--- config.mk ---
export PLATFORM = sky130hd
export DESIGN_NAME = e1_align_monitor
export DESIGN_NICKNAME = d
export VERILOG_FILES = /design/src/rtl/e1am_pkg.sv /design/src/rtl/e1am_slot_decode.sv /design/src/rtl/e1am_ts0_check.sv /design/src/rtl/e1am_ts16_capture.sv /design/src/rtl/e1am_run_alarm.sv /design/src/rtl/e1_align_monitor.sv
export SDC_FILE = /design/constraint.sdc
export NUM_CORES = 1
export LEC_CHECK = 0
export ABC_AREA = 1
export BUFFER_PORTS_ARGS = -buffer_cell sky130_fd_sc_hd__buf_2
export CAP_MARGIN = 20
export CORE_MARGIN = 2
export CORE_UTILIZATION = 40
export CTS_CLUSTER_DIAMETER = 40
export DETAILED_ROUTE_END_ITERATION = 8
export PLACE_DENSITY = 0.77
export SLEW_MARGIN = 25
export SYNTH_ARGS = -nofsm -noshare
export SYNTH_HDL_FRONTEND = slang
export SYNTH_SLANG_ARGS = --single-unit
export TNS_END_PERCENT = 10
--- constraint.sdc ---
create_clock -name clk -period 0.8 [get_ports clk]
set_input_delay 0.08 -clock clk [delete_from_list [all_inputs] [get_ports clk]]
set_output_delay 0.08 -clock clk [all_outputs]
set_load 0.01 [all_outputs]
--- src/rtl/e1am_pkg.sv ---
package e1am_pkg;

  localparam int OCT_W = 8;

  typedef enum logic [1:0] {
    SLOT_NONE = 2'd0,
    SLOT_FAS  = 2'd1,
    SLOT_NFAS = 2'd2,
    SLOT_MFAS = 2'd3
  } slot_kind_e;

  // bits 2..8 of the octet, bit 1 being the MSB
  function automatic logic [6:0] fas_field(input logic [OCT_W-1:0] octet);
    return octet[6:0];
  endfunction

  // bit 2 of the octet
  function automatic logic marker_field(input logic [OCT_W-1:0] octet);
    return octet[OCT_W-2];
  endfunction

  // bits 1..4 of the octet
  function automatic logic [3:0] mfas_field(input logic [OCT_W-1:0] octet);
    return octet[OCT_W-1:OCT_W-4];
  endfunction

  // saturating increment of the error run
  function automatic int run_step(input int run, input int limit);
    if (run >= limit) return limit;
    return run + 1;
  endfunction

endpackage

--- src/rtl/e1am_slot_decode.sv ---
module e1am_slot_decode
  import e1am_pkg::*;
#(
  parameter int TS_W    = 5,
  parameter int FRM_W   = 4,
  parameter int ALIGN_TS = 0,
  parameter int MFAS_TS = 16
) (
  input  logic             oct_valid,
  input  logic [TS_W-1:0]  ts_idx,
  input  logic [FRM_W-1:0] frm_idx,
  output slot_kind_e       kind
);

  localparam logic [TS_W-1:0]  TS_ALIGN = TS_W'(ALIGN_TS);
  localparam logic [TS_W-1:0]  TS_MF    = TS_W'(MFAS_TS);
  localparam logic [FRM_W-1:0] FRM_ZERO = '0;

  logic in_ts0;
  logic in_ts16;
  logic odd_frame;

  assign in_ts0    = (ts_idx == TS_ALIGN);
  assign in_ts16   = (ts_idx == TS_MF);
  assign odd_frame = frm_idx[0];

  always_comb begin
    kind = SLOT_NONE;
    if (oct_valid) begin
      if (in_ts0 && !odd_frame)             kind = SLOT_FAS;
      else if (in_ts0 && odd_frame)         kind = SLOT_NFAS;
      else if (in_ts16 && frm_idx == FRM_ZERO) kind = SLOT_MFAS;
    end
  end

endmodule

--- src/rtl/e1am_ts0_check.sv ---
module e1am_ts0_check
  import e1am_pkg::*;
#(
  parameter logic [6:0] FAS_PAT   = 7'b0011011,
  parameter logic       NFAS_MARK = 1'b1
) (
  input  logic             clk,
  input  logic             rst_n,
  input  slot_kind_e       kind,
  input  logic [OCT_W-1:0] octet,
  output logic [6:0]       fas_word,
  output logic             nfas_mark,
  output logic             fas_err_pulse,
  output logic             nfas_err_pulse,
  output logic             fas_seen,
  output logic             fas_bad
);

  logic nfas_seen;
  logic nfas_bad;

  assign fas_seen  = (kind == SLOT_FAS);
  assign nfas_seen = (kind == SLOT_NFAS);
  assign fas_bad   = (fas_field(octet) != FAS_PAT);
  assign nfas_bad  = (marker_field(octet) != NFAS_MARK);

  always_ff @(posedge clk) begin
    if (!rst_n) begin
      fas_word       <= '0;
      nfas_mark      <= 1'b0;
      fas_err_pulse  <= 1'b0;
      nfas_err_pulse <= 1'b0;
    end else begin
      fas_err_pulse  <= fas_seen && fas_bad;
      nfas_err_pulse <= nfas_seen && nfas_bad;
      if (fas_seen)  fas_word  <= fas_field(octet);
      if (nfas_seen) nfas_mark <= marker_field(octet);
    end
  end

endmodule

--- src/rtl/e1am_ts16_capture.sv ---
module e1am_ts16_capture
  import e1am_pkg::*;
#(
  parameter logic [3:0] MFAS_PAT = 4'b0000
) (
  input  logic             clk,
  input  logic             rst_n,
  input  slot_kind_e       kind,
  input  logic [OCT_W-1:0] octet,
  output logic [3:0]       mfas_word,
  output logic             mfas_err_pulse
);

  logic mf_seen;
  logic mf_bad;

  assign mf_seen = (kind == SLOT_MFAS);
  assign mf_bad  = (mfas_field(octet) != MFAS_PAT);

  always_ff @(posedge clk) begin
    if (!rst_n) begin
      mfas_word      <= '0;
      mfas_err_pulse <= 1'b0;
    end else begin
      mfas_err_pulse <= mf_seen && mf_bad;
      if (mf_seen) mfas_word <= mfas_field(octet);
    end
  end

endmodule

--- src/rtl/e1am_run_alarm.sv ---
module e1am_run_alarm
  import e1am_pkg::*;
#(
  parameter int ALARM_THRESH = 2,
  localparam int RUN_W = $clog2(ALARM_THRESH + 1)
) (
  input  logic             clk,
  input  logic             rst_n,
  input  logic             fas_seen,
  input  logic             fas_bad,
  output logic [RUN_W-1:0] err_run,
  output logic             align_alarm
);

  logic [RUN_W-1:0] run_next;
  logic             reach;

  always_comb begin
    run_next = RUN_W'(run_step(int'(err_run), ALARM_THRESH));
  end

  generate
    if (ALARM_THRESH <= 1) begin : g_single
      assign reach = 1'b1;
    end else begin : g_multi
      assign reach = (int'(run_next) >= ALARM_THRESH);
    end
  endgenerate

  always_ff @(posedge clk) begin
    if (!rst_n) begin
      err_run     <= '0;
      align_alarm <= 1'b0;
    end else if (fas_seen) begin
      if (fas_bad) begin
        err_run     <= run_next;
        align_alarm <= align_alarm || reach;
      end else begin
        err_run     <= '0;
        align_alarm <= 1'b0;
      end
    end
  end

endmodule

--- src/rtl/e1_align_monitor.sv ---
module e1_align_monitor
  import e1am_pkg::*;
#(
  parameter int         TS_W         = 5,
  parameter int         FRM_W        = 4,
  parameter int         MFAS_TS      = 16,
  parameter logic [6:0] FAS_PAT      = 7'b0011011,
  parameter logic       NFAS_MARK    = 1'b1,
  parameter logic [3:0] MFAS_PAT     = 4'b0000,
  parameter int         ALARM_THRESH = 2
) (
  input  logic             clk,
  input  logic             rst_n,
  input  logic             oct_valid,
  input  logic [7:0]       oct_data,
  input  logic [TS_W-1:0]  ts_idx,
  input  logic [FRM_W-1:0] frm_idx,
  output logic [6:0]       fas_word,
  output logic             nfas_mark,
  output logic [3:0]       mfas_word,
  output logic             fas_err_pulse,
  output logic             nfas_err_pulse,
  output logic             mfas_err_pulse,
  output logic             align_alarm
);

  localparam int RUN_W = $clog2(ALARM_THRESH + 1);

  slot_kind_e       kind;
  logic             fas_seen;
  logic             fas_bad;
  logic [RUN_W-1:0] err_run;

  e1am_slot_decode #(
    .TS_W(TS_W), .FRM_W(FRM_W), .ALIGN_TS(0), .MFAS_TS(MFAS_TS)
  ) u_dec (
    .oct_valid(oct_valid), .ts_idx(ts_idx), .frm_idx(frm_idx), .kind(kind)
  );

  e1am_ts0_check #(
    .FAS_PAT(FAS_PAT), .NFAS_MARK(NFAS_MARK)
  ) u_ts0 (
    .clk(clk), .rst_n(rst_n), .kind(kind), .octet(oct_data),
    .fas_word(fas_word), .nfas_mark(nfas_mark),
    .fas_err_pulse(fas_err_pulse), .nfas_err_pulse(nfas_err_pulse),
    .fas_seen(fas_seen), .fas_bad(fas_bad)
  );

  e1am_ts16_capture #(
    .MFAS_PAT(MFAS_PAT)
  ) u_ts16 (
    .clk(clk), .rst_n(rst_n), .kind(kind), .octet(oct_data),
    .mfas_word(mfas_word), .mfas_err_pulse(mfas_err_pulse)
  );

  e1am_run_alarm #(
    .ALARM_THRESH(ALARM_THRESH)
  ) u_run (
    .clk(clk), .rst_n(rst_n), .fas_seen(fas_seen), .fas_bad(fas_bad),
    .err_run(err_run), .align_alarm(align_alarm)
  );

endmodule

**After elaboration in Yosys (flattened, before gate mapping)**

Index checks and enable logic that the tools add are counted.

- Add/sub/neg operators: 1
- $lt $le $gt $ge: 2
- Equality and inequality tests: 5
- Mux-type cells: 9
- Bitwise logic cells: 1
- Reductions and logical operators: 11

Operators by type and width:

| cell | count |
|---|---|
| two-way mux 2 bit | 7 |
| != test 7 x 5 -> 1 bit (second input constant) | 1 |
| logical AND 1 bit | 6 |
| == test 5 bit (second input constant) | 1 |
| logical NOT 5 bit | 1 |
| == test 2 bit (second input constant) | 2 |
| >= comparator 2 bit (second input constant) | 2 |
| logical NOT 4 bit | 1 |
| nonzero test 4 bit | 1 |
| adder 2 x 1 -> 2 bit (second input constant) | 1 |
| == test 2 x 1 -> 1 bit (second input constant) | 1 |
| two-way mux 1 bit | 2 |
| logical NOT 1 bit | 1 |
| logical OR 1 bit | 1 |
| inverter 1 bit | 1 |

- Register bits after elaboration: 18
- Input port bits: 20
- Output and inout bits: 16
- Word-level logic and storage cells: 37

**Logic depth before layout (Yosys ltp)**

Gate-level depths: netlist of run 1.

- Depth after elaboration: 8
- Depth in mapped cells: 7
- Mapped depth without buffers: 7

**By module**

A second synthesis of run 1 with hierarchy kept.

- Cell total of the unflattened synthesis: 124
- Area, all modules: 819.5 um2

Modules (own cells, without submodules):

| module | times used | cells an instance | area each (um2) | sequential area each (um2) |
|---|---|---|---|---|
| e1am_ts0_check | 1 | 56 | 411.6 | 200.2 |
| e1am_ts16_capture | 1 | 30 | 198.9 | 100.1 |
| e1am_run_alarm | 1 | 21 | 136.4 | 60.1 |
| e1am_slot_decode | 1 | 17 | 72.6 | 0.0 |

**Worst setup path after synthesis of run 1**

No wires, ideal clock.

- Kind: in2reg
- Start: input port ts_idx[3]
- End: register u_ts0.fas_word[1]
- Library setup time: 0.113 ns
- Data arrival time: 0.739 ns
- Setup slack: -0.052 ns
- Stages: 7
- Path buffers: 1
- Cell sequence: nor2_4 > nand2_1 > nor2_1 > nand3_1 > buf_4 > o21ai_1 > nor2_1

- Longest elaborated chain between the ends: 7
- Elaborated cells on any way between the ends: 10
- Classes of those cells: 2 x eq/ne; 4 x mux; 4 x reduce/logical

Ends and longest elaborated chain:

| element | line | RTL |
|---|---|---|
| start: declaration | e1_align_monitor.sv:16 | `input logic [TS_W-1:0] ts_idx,` |
| == test 5 bit | e1am_slot_decode.sv:24 | `assign in_ts16 = (ts_idx == TS_MF);` |
| logical AND 1 bit | e1am_slot_decode.sv:32 | `else if (in_ts16 && frm_idx == FRM_ZERO) kind = SLOT_MFAS;` |
| two-way mux 2 bit | e1am_slot_decode.sv:32 |  |
| two-way mux 2 bit | e1am_slot_decode.sv:31 | `else if (in_ts0 && odd_frame) kind = SLOT_NFAS;` |
| two-way mux 2 bit * | e1am_slot_decode.sv:30 | `if (in_ts0 && !odd_frame) kind = SLOT_FAS;` |
| two-way mux 2 bit * | e1am_slot_decode.sv:29 | `if (oct_valid) begin` |
| == test 2 x 1 -> 1 bit * | e1am_ts0_check.sv:22 | `assign fas_seen = (kind == SLOT_FAS);` |
| end signal: assignment | e1am_ts0_check.sv:36 | `if (fas_seen) fas_word <= fas_field(octet);` |
| end: declaration | e1am_ts0_check.sv:11 | `output logic [6:0] fas_word,` |

Every way passes the cells marked *; elsewhere a longest branch is shown, timed or not.
A chain may end at the register's enable or synchronous reset.

**Final worst setup path of run 1**

- Start: register u_run.err_run[1]
- End: register u_run.align_alarm

- Longest elaborated chain between the ends: 6
- Elaborated cells on any way between the ends: 8
- Classes of those cells: 1 x add/sub; 2 x order compare; 4 x mux; 1 x reduce/logical

Ends and longest elaborated chain:

| element | line | RTL |
|---|---|---|
| start: declaration | e1am_run_alarm.sv:11 | `output logic [RUN_W-1:0] err_run,` |
| start signal: assignment | e1am_run_alarm.sv:36 | `err_run <= run_next;` |
| >= comparator 2 bit | e1am_pkg.sv:29 | `if (run >= limit) return limit;` |
| two-way mux 1 bit or two-way mux 2 bit (tied branches) | e1am_pkg.sv:29 |  |
| two-way mux 2 bit * | e1am_pkg.sv:30 | `return run + 1;` |
| >= comparator 2 bit * | e1am_run_alarm.sv:26 | `assign reach = (int'(run_next) >= ALARM_THRESH);` |
| logical OR 1 bit * | e1am_run_alarm.sv:37 | `align_alarm <= align_alarm \|\| reach;` |
| two-way mux 1 bit * | e1am_run_alarm.sv:35 | `if (fas_bad) begin` |
| end signal: assignment | e1am_run_alarm.sv:37 |  |
| end: declaration | e1am_run_alarm.sv:12 | `output logic align_alarm` |

Marks and branches as above.

==> results of run 1 <==
[placed cells by master, fill, tap and decap left out, drive strengths merged]
master | Yosys | routed
nand3 | 4 | 4
nor4 | 1 | 1
nand4 | 1 | 1
nor3 | 3 | 3
nor3b | 1 | 1
inv | 8 | 8
a21oi | 3 | 3
nor2 | 38 | 38
o21ai | 11 | 11
buf | 2 | 46
dfxtp | 18 | 18
nand2 | 12 | 12
clkbuf | 0 | 4
[stage by stage]
stage,instances,utilization
2_1_floorplan,102,-
3_3_place_gp,171,0.597
3_5_place_dp,171,0.597
4_1_cts,175,0.675
5_1_grt,175,0.687
6_report,175,0.687
[layer usage]
metal | GRT usage | wire length (µm) | vias up
met5 | 0 | 0 | -
met1 | 0.188 | 734 | 342
li1 | - | - | 420
met3 | 0.0566 | 54 | 2
met2 | 0.312 | 918 | 19
met4 | 0.0973 | 19 | 0
[registers in the layout (all words and copies together) (netlist names)]
register,flops
u_ts0.nfas_err_pulse,1
u_ts0.fas_word,7
u_ts0.nfas_mark,1
u_ts16.mfas_word,4
u_ts0.fas_err_pulse,1
u_run.err_run,2
u_run.align_alarm,1
u_ts16.mfas_err_pulse,1
[report_power, final]
group	total, mW	switching [mW]	internal (mW)
Combinational	0.192	0.0959	0.0959
Clock	0.554	0.276	0.277
Sequential	0.905	0.00361	0.901
[worst min-delay path by stage]
stage                                        to  slack, ns         from
6_report         u_ts0.fas_word[1]$_SDFFE_PN0N_       0.04  oct_data[1]
5_1_grt          u_ts0.fas_word[0]$_SDFFE_PN0N_       0.03  oct_data[0]
4_1_cts          u_ts0.fas_word[3]$_SDFFE_PN0N_       0.03  oct_data[3]
3_5_place_dp     u_ts0.fas_word[3]$_SDFFE_PN0N_       0.35  oct_data[3]
3_3_place_gp     u_ts0.fas_word[3]$_SDFFE_PN0N_       0.34  oct_data[3]
2_1_floorplan  u_ts16.mfas_word[1]$_SDFFE_PN0N_       0.22        rst_n
[area by class of cell]
class,count,share of cell area
clock buffers,4,0.0299
well taps,25,0.0258
flip-flops and latches,18,0.313
repair buffers,46,0.290
inverters,8,0.0248
multi-input cells,74,0.317
[synth_stat cells, drive strengths merged]
cell type  instances  area, µm²
a21oi              3       15.0
buf                2       11.3
dfxtp             18        360
inv                8       30.0
nand2             12       45.0
nand3              4       32.5
nand4              1       6.26
nor2              38        163
nor3               3       26.3
nor3b              1       12.5
nor4               1       6.26
o21ai             11       55.1
[kinds of logic (layout without fill, tap and decap cells)]
logic type,after synthesis,after routing
AOI/OAI and AO/OA,14,14
buffers and inverters,10,58
and+or+nand+nor,60,60
DFF,18,18
[worst min-delay path: stages]
cell,delay (ns)
buf_2,0.10
o21ai_2,0.06
nor2_1,0.07
[what timing repair did]
action | in CTS | in global routing
pin swaps | 1 | 5
setup endpoints to repair | 18 | 20
buffers inserted | 0 | 0
hold endpoints to repair | 0 | 0
gates resized for setup | 28 | 7
==> summary.txt, run 1 <==
Outcome
  – Outcome: finished with violations
  – Failing checks: negative setup slack

Final layout
  – Register area: approximately 380 µm²
  – Layout cells sized above 1: 0.527
  – Diode count: 0
  – # nets final: between 150 and 200
  – Design area: around 1200 µm²
  – Area delta synth->final: 58.9%
  – # fillers: roughly 160
  – Area of the multi-input gates: roughly 380 µm²

Setup path
  – Register-to-register setup slack: -0.07 ns
  – Critical path class: register to register
  – Crit Reg-Reg Endpoint: u_run.align_alarm$_SDFFE_PN0N_
  – Worst Path Arrival: roughly 1.1 ns
  – CP Launch Type: register
  – Critical Path End: u_run.align_alarm$_SDFFE_PN0N_
  – Depth of the most critical reg-to-reg path: 6
  – Critical R2R Launch: u_run.err_run[1]$_SDFFE_PN0N_
  – Critical Path Source: u_run.err_run[1]$_SDFFE_PN0N_
  – Worst Path Buf+Inv: 1
  – Critical Path RT: 0.99 ns
  – Slowest stage cell, crit path: dfxtp_2
  – Crit end category: register
  – Max incr delay on CP: roughly 0.35 ns
  – WP depth: 6
  – Crit-path cells: nor2_4 > inv_2 > nor2_2 > nor2_1 > nand2_1 > a21oi_2
  – Worst-path fanout max: 2
  – Delay-heaviest family, CP: flip-flops

Power and ir drop
  – Leak pwr: approximately 0.55 nW
  – Overall power: ~1.7 mW
  – P per Cell Area: 1360 nW/µm²
  – Peak VDD IR: 0.741 mV

Job
  – Maxcap violations: 0

Synth
  – Sequential fraction of the synthesis area: 0.472
  – FF+latch count, synth: 18
  – Post-synthesis xor/xnor area fraction: 0
  – Synth Area in Simple Gates: 0.382
  – Synth Area per Inst: 7.48 µm²
  – Adder-cell share of the synthesized area: 0
  – Largest family of logic cells by synthesized area: simple AND/OR/NAND/NOR gates
  – Cells after Synth: between 100 and 150
  – Synth Warn #: 0
  – Synth Area in Compound Gates: 0.0918
  – Post-synthesis mux area share: 0
  – Netlist Area Pre-Place: between 700 and 800 µm²
  – Synth cell types: 19
  – Post-Syn Nets: between 100 and 150

Global routing
  – Largest net degree at the start of global routing: 12
  – Initial antenna violation count: 0
  – Vias in the first global route: 660
  – Remaining Overflow, GRT: 0
  – Overall Global Routing Usage: 0.178
  – First-pass GRT wire length: ~2.7 mm

STA
  – Upper clock frequency limit: about 1.2 GHz
  – Worst slew pin tran: 0.295 ns
  – Setup WS post-layout: -0.0652 ns
  – Final worst path period need: 0.865 ns
  – Final period util: 1.08
  – Final setup vio count: 18
  – Final TNS setup: -0.392 ns
  – Slew HR: 0.802
  – Fin. max-slew vios: 0
  – Fin Clk Skew: about 0.00044 ns
  – RSZ-0062 raised after global routing: yes
  – Worst hold slack: ~0.038 ns
  – Fin. Hold Viols: 0

Route
  – WL final: 1.73 mm
  – DR DRC count: 0
  – Detail Route Antenna Nets: 0
  – WL/cell: around 9.9 µm
  – Pre-antenna DRT Iters: 4
  – DR vias/cell: ~4.5
  – First-iteration detailed-routing DRC count: 34
  – Via count: roughly 780

Placement
  – DP Area: roughly 1100 µm²
  – Final HPWL DP: around 1.3 mm
  – Routability Congestion: about 0.76
  – Pre-CTS setup slack: -0.276 ns
  – PortBufs: 35

CTS
  – Root Driver: clkbuf_4
  – Cts bufs inserted: 3
  – Hold-fix buffers at CTS: 0
  – Clock transition at path regs: roughly 0.10 ns
  – Worst-Skew Late Latency: slightly below 0.3 ns
  – Clk buf depth: 2
  – Clock sink count: 18
  – TritonCTS clock tree: built
  – H-Tree Depth: 1

Die
  – I/O Pins: 36
  – Die Ht: ~48 µm
  – Rows: 15
  – Initial Util: 0.433
  – Core Region: ~1800 µm²
  – Die X: approximately 48 µm
  – Die area: between 2000 and 2500 µm²

Hold path
  – Hold Crit Depth: 3
  – Worst hold path class: input port to register
Power figures use the tool's default switching activity.
==> inputs of run 2 (changes only) <==
--- a/config.mk
+++ b/config.mk
@@ -9,12 +9,13 @@
 export BUFFER_PORTS_ARGS = -buffer_cell sky130_fd_sc_hd__buf_2
 export CAP_MARGIN = 20
 export CORE_MARGIN = 2
-export CORE_UTILIZATION = 40
+export CORE_UTILIZATION = 41
 export CTS_CLUSTER_DIAMETER = 40
 export DETAILED_ROUTE_END_ITERATION = 8
-export PLACE_DENSITY = 0.77
+export PLACE_DENSITY = 0.78
 export SLEW_MARGIN = 25
 export SYNTH_ARGS = -nofsm -noshare
 export SYNTH_HDL_FRONTEND = slang
+export SYNTH_HIERARCHICAL = 1
 export SYNTH_SLANG_ARGS = --single-unit
 export TNS_END_PERCENT = 10
==> run 2 against run 1 <==
Compared with the run above:
- the flow still finishes with violations (negative setup slack)
- maximum frequency fell by 8.6%
- sequential power barely moved
- first-iteration DRC count fell by 76%
- utilization rose by 2.9 points
- worst setup slack got worse by 0.081 ns
- die area rose by 4.4%
- largest cell class unchanged
- largest power group unchanged
==> summary.txt, run 2 <==
Synth
  – Synth cell types: 14
  – Post-synth EDFFs: 0
  – Synth Warn #: 6
  – Cell taking the most area after synthesis: dfxtp_1
  – FF+latch count, synth: 18
  – Most common cell in the netlist: nor2_1
  – Share of the synthesized area in the top cell type: 0.440
  – Asr flop ratio synth: 0
  – Post-synthesis mux area share: 0
  – Cells after Synth: around 120
  – Top_reg_cell synth: dfxtp_1
  – Netlist Area Pre-Place: slightly above 800 µm²
  – Post-synthesis xor/xnor area fraction: 0
  – Top post-synthesis cells by count: nor2_1 (37), nand2_1 (21), dfxtp_1 (18)
  – Synth Area per Inst: approximately 6.6 µm²
  – Sequential fraction of the synthesis area: 0.440
  – Top post-synthesis cells by area: dfxtp_1 (44%), nor2_1 (17%), nand2_1 (9.6%), inv_1 (7.3%), o21ai_0 (4.3%)
  – Adder-cell share of the synthesized area: 0
  – Synth Area in Simple Gates: 0.380
  – Synth Area in Compound Gates: 0.0733
  – Largest family of logic cells by synthesized area: simple AND/OR/NAND/NOR gates
  – Post-Syn Nets: approximately 140

Final layout
  – Area delta synth->final: 67.9%
  – Most frequent cells in the layout: nor2_1 (30), buf_6 (20), buf_2 (19)
  – Most common cell after layout, fill and taps aside: nor2_1
  – Layout cells sized above 1: 0.537
  – Biggest regs: u_ts0/fas_word (7), u_ts16/mfas_word (4), u_run/err_run (2)
  – Top reg by flops: u_ts0/fas_word
  – Largest register FFs: 7
  – Diode count: 0
  – Non-Filler Instances: around 200
  – # nets final: ~200

STA
  – Final TNS setup: -1.89 ns
  – Final setup vio count: 31
  – Worst slew pin tran: 0.265 ns
  – Final period util: 1.18
  – Fin. max-slew vios: 0
  – Fin. Hold Viols: 0
  – Setup WS post-layout: -0.146 ns
  – RSZ-0062 raised after global routing: yes
  – Fin Clk Skew: between 0.006 and 0.007 ns
  – Slew HR: 0.823
  – Worst hold slack: around 0.042 ns
  – Final worst path period need: ~0.95 ns
  – Upper clock frequency limit: about 1.1 GHz

Placement
  – PortBufs: 35
  – Pre-CTS setup slack: -0.474 ns
  – Routability Congestion: ~0.84
  – Final HPWL DP: between 1 and 1.5 mm
  – Dpl cells: 192

CTS
  – Root Driver: clkbuf_4
  – Hold-fix buffers at CTS: 0
  – Worst-Skew Late Latency: ~0.29 ns
  – TritonCTS clock tree: built
  – Cts bufs inserted: 3
  – Clock transition at path regs: roughly 0.11 ns
  – H-Tree Depth: 1
  – Clk buf depth: 2
  – Clock sink count: 18

Global routing
  – Met1 Track Usage GR: 0.212
  – Overall Global Routing Usage: 0.185
  – Initial antenna violation count: 0
  – First-pass GRT wire length: around 3.4 mm
  – Met3 Use GR: 0.0370
  – GRT Max-Usage Layer: met2
  – Remaining Overflow, GRT: 0
  – Met2 usage: 0.336
  – Vias in the first global route: approximately 830
  – Largest net degree at the start of global routing: 17

Power and ir drop
  – Clk pwr share: 0.333
  – P per Cell Area: 1220 nW/µm²
  – Logic pwr share: 0.126
  – Sequential power share: 0.540
  – Cell-internal power: about 1.3 mW
  – Peak VDD IR: about 0.68 mV
  – Leak pwr: 0.655 nW
  – Switching fraction of total power: 0.236
  – NetSw: between 300 and 400 µW

Die
  – Die Ht: roughly 49 µm
  – Die X: approximately 49 µm
  – Rows: 16
  – I/O Pins: 36
  – Initial Util: 0.426
  – Die area: approximately 2400 µm²
  – Core Region: 1920 µm²

Setup path
  – CP Launch Type: input port
  – Worst-path fanout max: 7
  – Slowest stage cell, crit path: nor2_4
  – Delay-heaviest family, CP: simple AND/OR/NAND/NOR gates
  – Crit end category: register
  – Critical Path RT: between 0.9 and 1 ns
  – Crit-path cells: buf_6 > nor2_4 > nand2_1 > nor2_2 > nand2_2 > nor2_4 > inv_2 > nand2_4 > inv_8 > buf_6 > nor2_2 > nor2_1
  – Max incr delay on CP: approximately 0.12 ns
  – Worst Path Buf+Inv: 4
  – Critical path class: input port to register
  – Worst Path Arrival: ~1.1 ns

Route
  – WL final: about 2.1 mm
  – DR DRC count: 0
  – WL/cell: between 10 and 15 µm
  – First-iteration detailed-routing DRC count: 8
  – Via count: ~900
  – Pre-antenna DRT Iters: 4
  – Detail Route Antenna Nets: 0
  – DR vias/cell: around 4.5

Outcome
  – Outcome: finished with violations
  – Failing checks: negative setup slack

Job
  – Maxcap violations: 0

Hold path
  – Worst hold path class: input port to register
run 2: cell types whose count changed in the layout (fill, tap and decap cells not counted), sizes merged:
cell and change:
nor3 -3, buf +2, a21oi +2, nor4 -1, o21ai -4, inv +12
nand2 +14, nor2 +4, nor3b -1
run 2: cell type report:
cell class / count / area, µm²
Multi-Input combinational cell: 85 / 460
Sequential cell: 18 / 375
Inverter: 20 / 82.6
Timing Repair Buffer: 48 / 388
Fill cell: 175 / 546
Tap cell: 27 / 33.8
Clock buffer: 4 / 36.3
run 2: logic make-up (layout without fill, tap and decap cells):
family	Yosys count	count (layout)
flip-flops	18	18
AO/OA/AOI/OAI	12	12
AND/OR/NAND/NOR	73	73
buffers and inverters	21	72
run 2: tightest hold or removal path: stages:
cell and delay (ns):
buf_2 0.10, nor2_2 0.04, nor2_1 0.08
run 2: worst paths after layout:
path	startpoint	cells past startpoint	slack [ns]	to
hold reg to reg	u_run/align_alarm$_SDFFE_PN0P_	2	0.49	u_run/align_alarm$_SDFFE_PN0P_
setup / recovery	ts_idx[1]	12	-0.15	u_ts0/fas_word[4]$_SDFFE_PN0P_
hold / removal	oct_data[7]	3	0.04	u_ts16/mfas_word[3]$_SDFFE_PN0N_
setup reg to reg	u_run/err_run[0]$_SDFFE_PN0P_	4	0.07	u_run/err_run[1]$_SDFFE_PN0P_
run 2: per-stage QoR:
step,utilization,cell area [µm²],total power [mW]
after global routing,0.716,1380,1.76
after global placement,0.574,1100,1.09
final,0.716,1380,1.68
after floorplan,-,850,0.997
after CTS,0.697,1340,1.70
after detailed placement,0.574,1100,1.10
run 2: timing repair:
item,CTS,global route
buffers inserted,6,0
resized for setup,44,10
pin swaps,13,0
setup endpoints to repair,32,34
run 2: power groups by stage:
stage / clock [mW] / combinational, mW / sequential, mW
global placement: 0 / 0.169 / 0.926
CTS: 0.587 / 0.201 / 0.908
global route: 0.621 / 0.231 / 0.909
floorplan: 0 / 0.0675 / 0.929
detailed placement: 0 / 0.173 / 0.927
finish: 0.560 / 0.212 / 0.908
run 2: routing by layer:
metal	vias up	wire length, µm	share of wire
met5	-	0	0
met4	0	0	0
met3	0	119	0.057
met2	30	1120	0.53
met1	398	863	0.41
li1	473	-	-
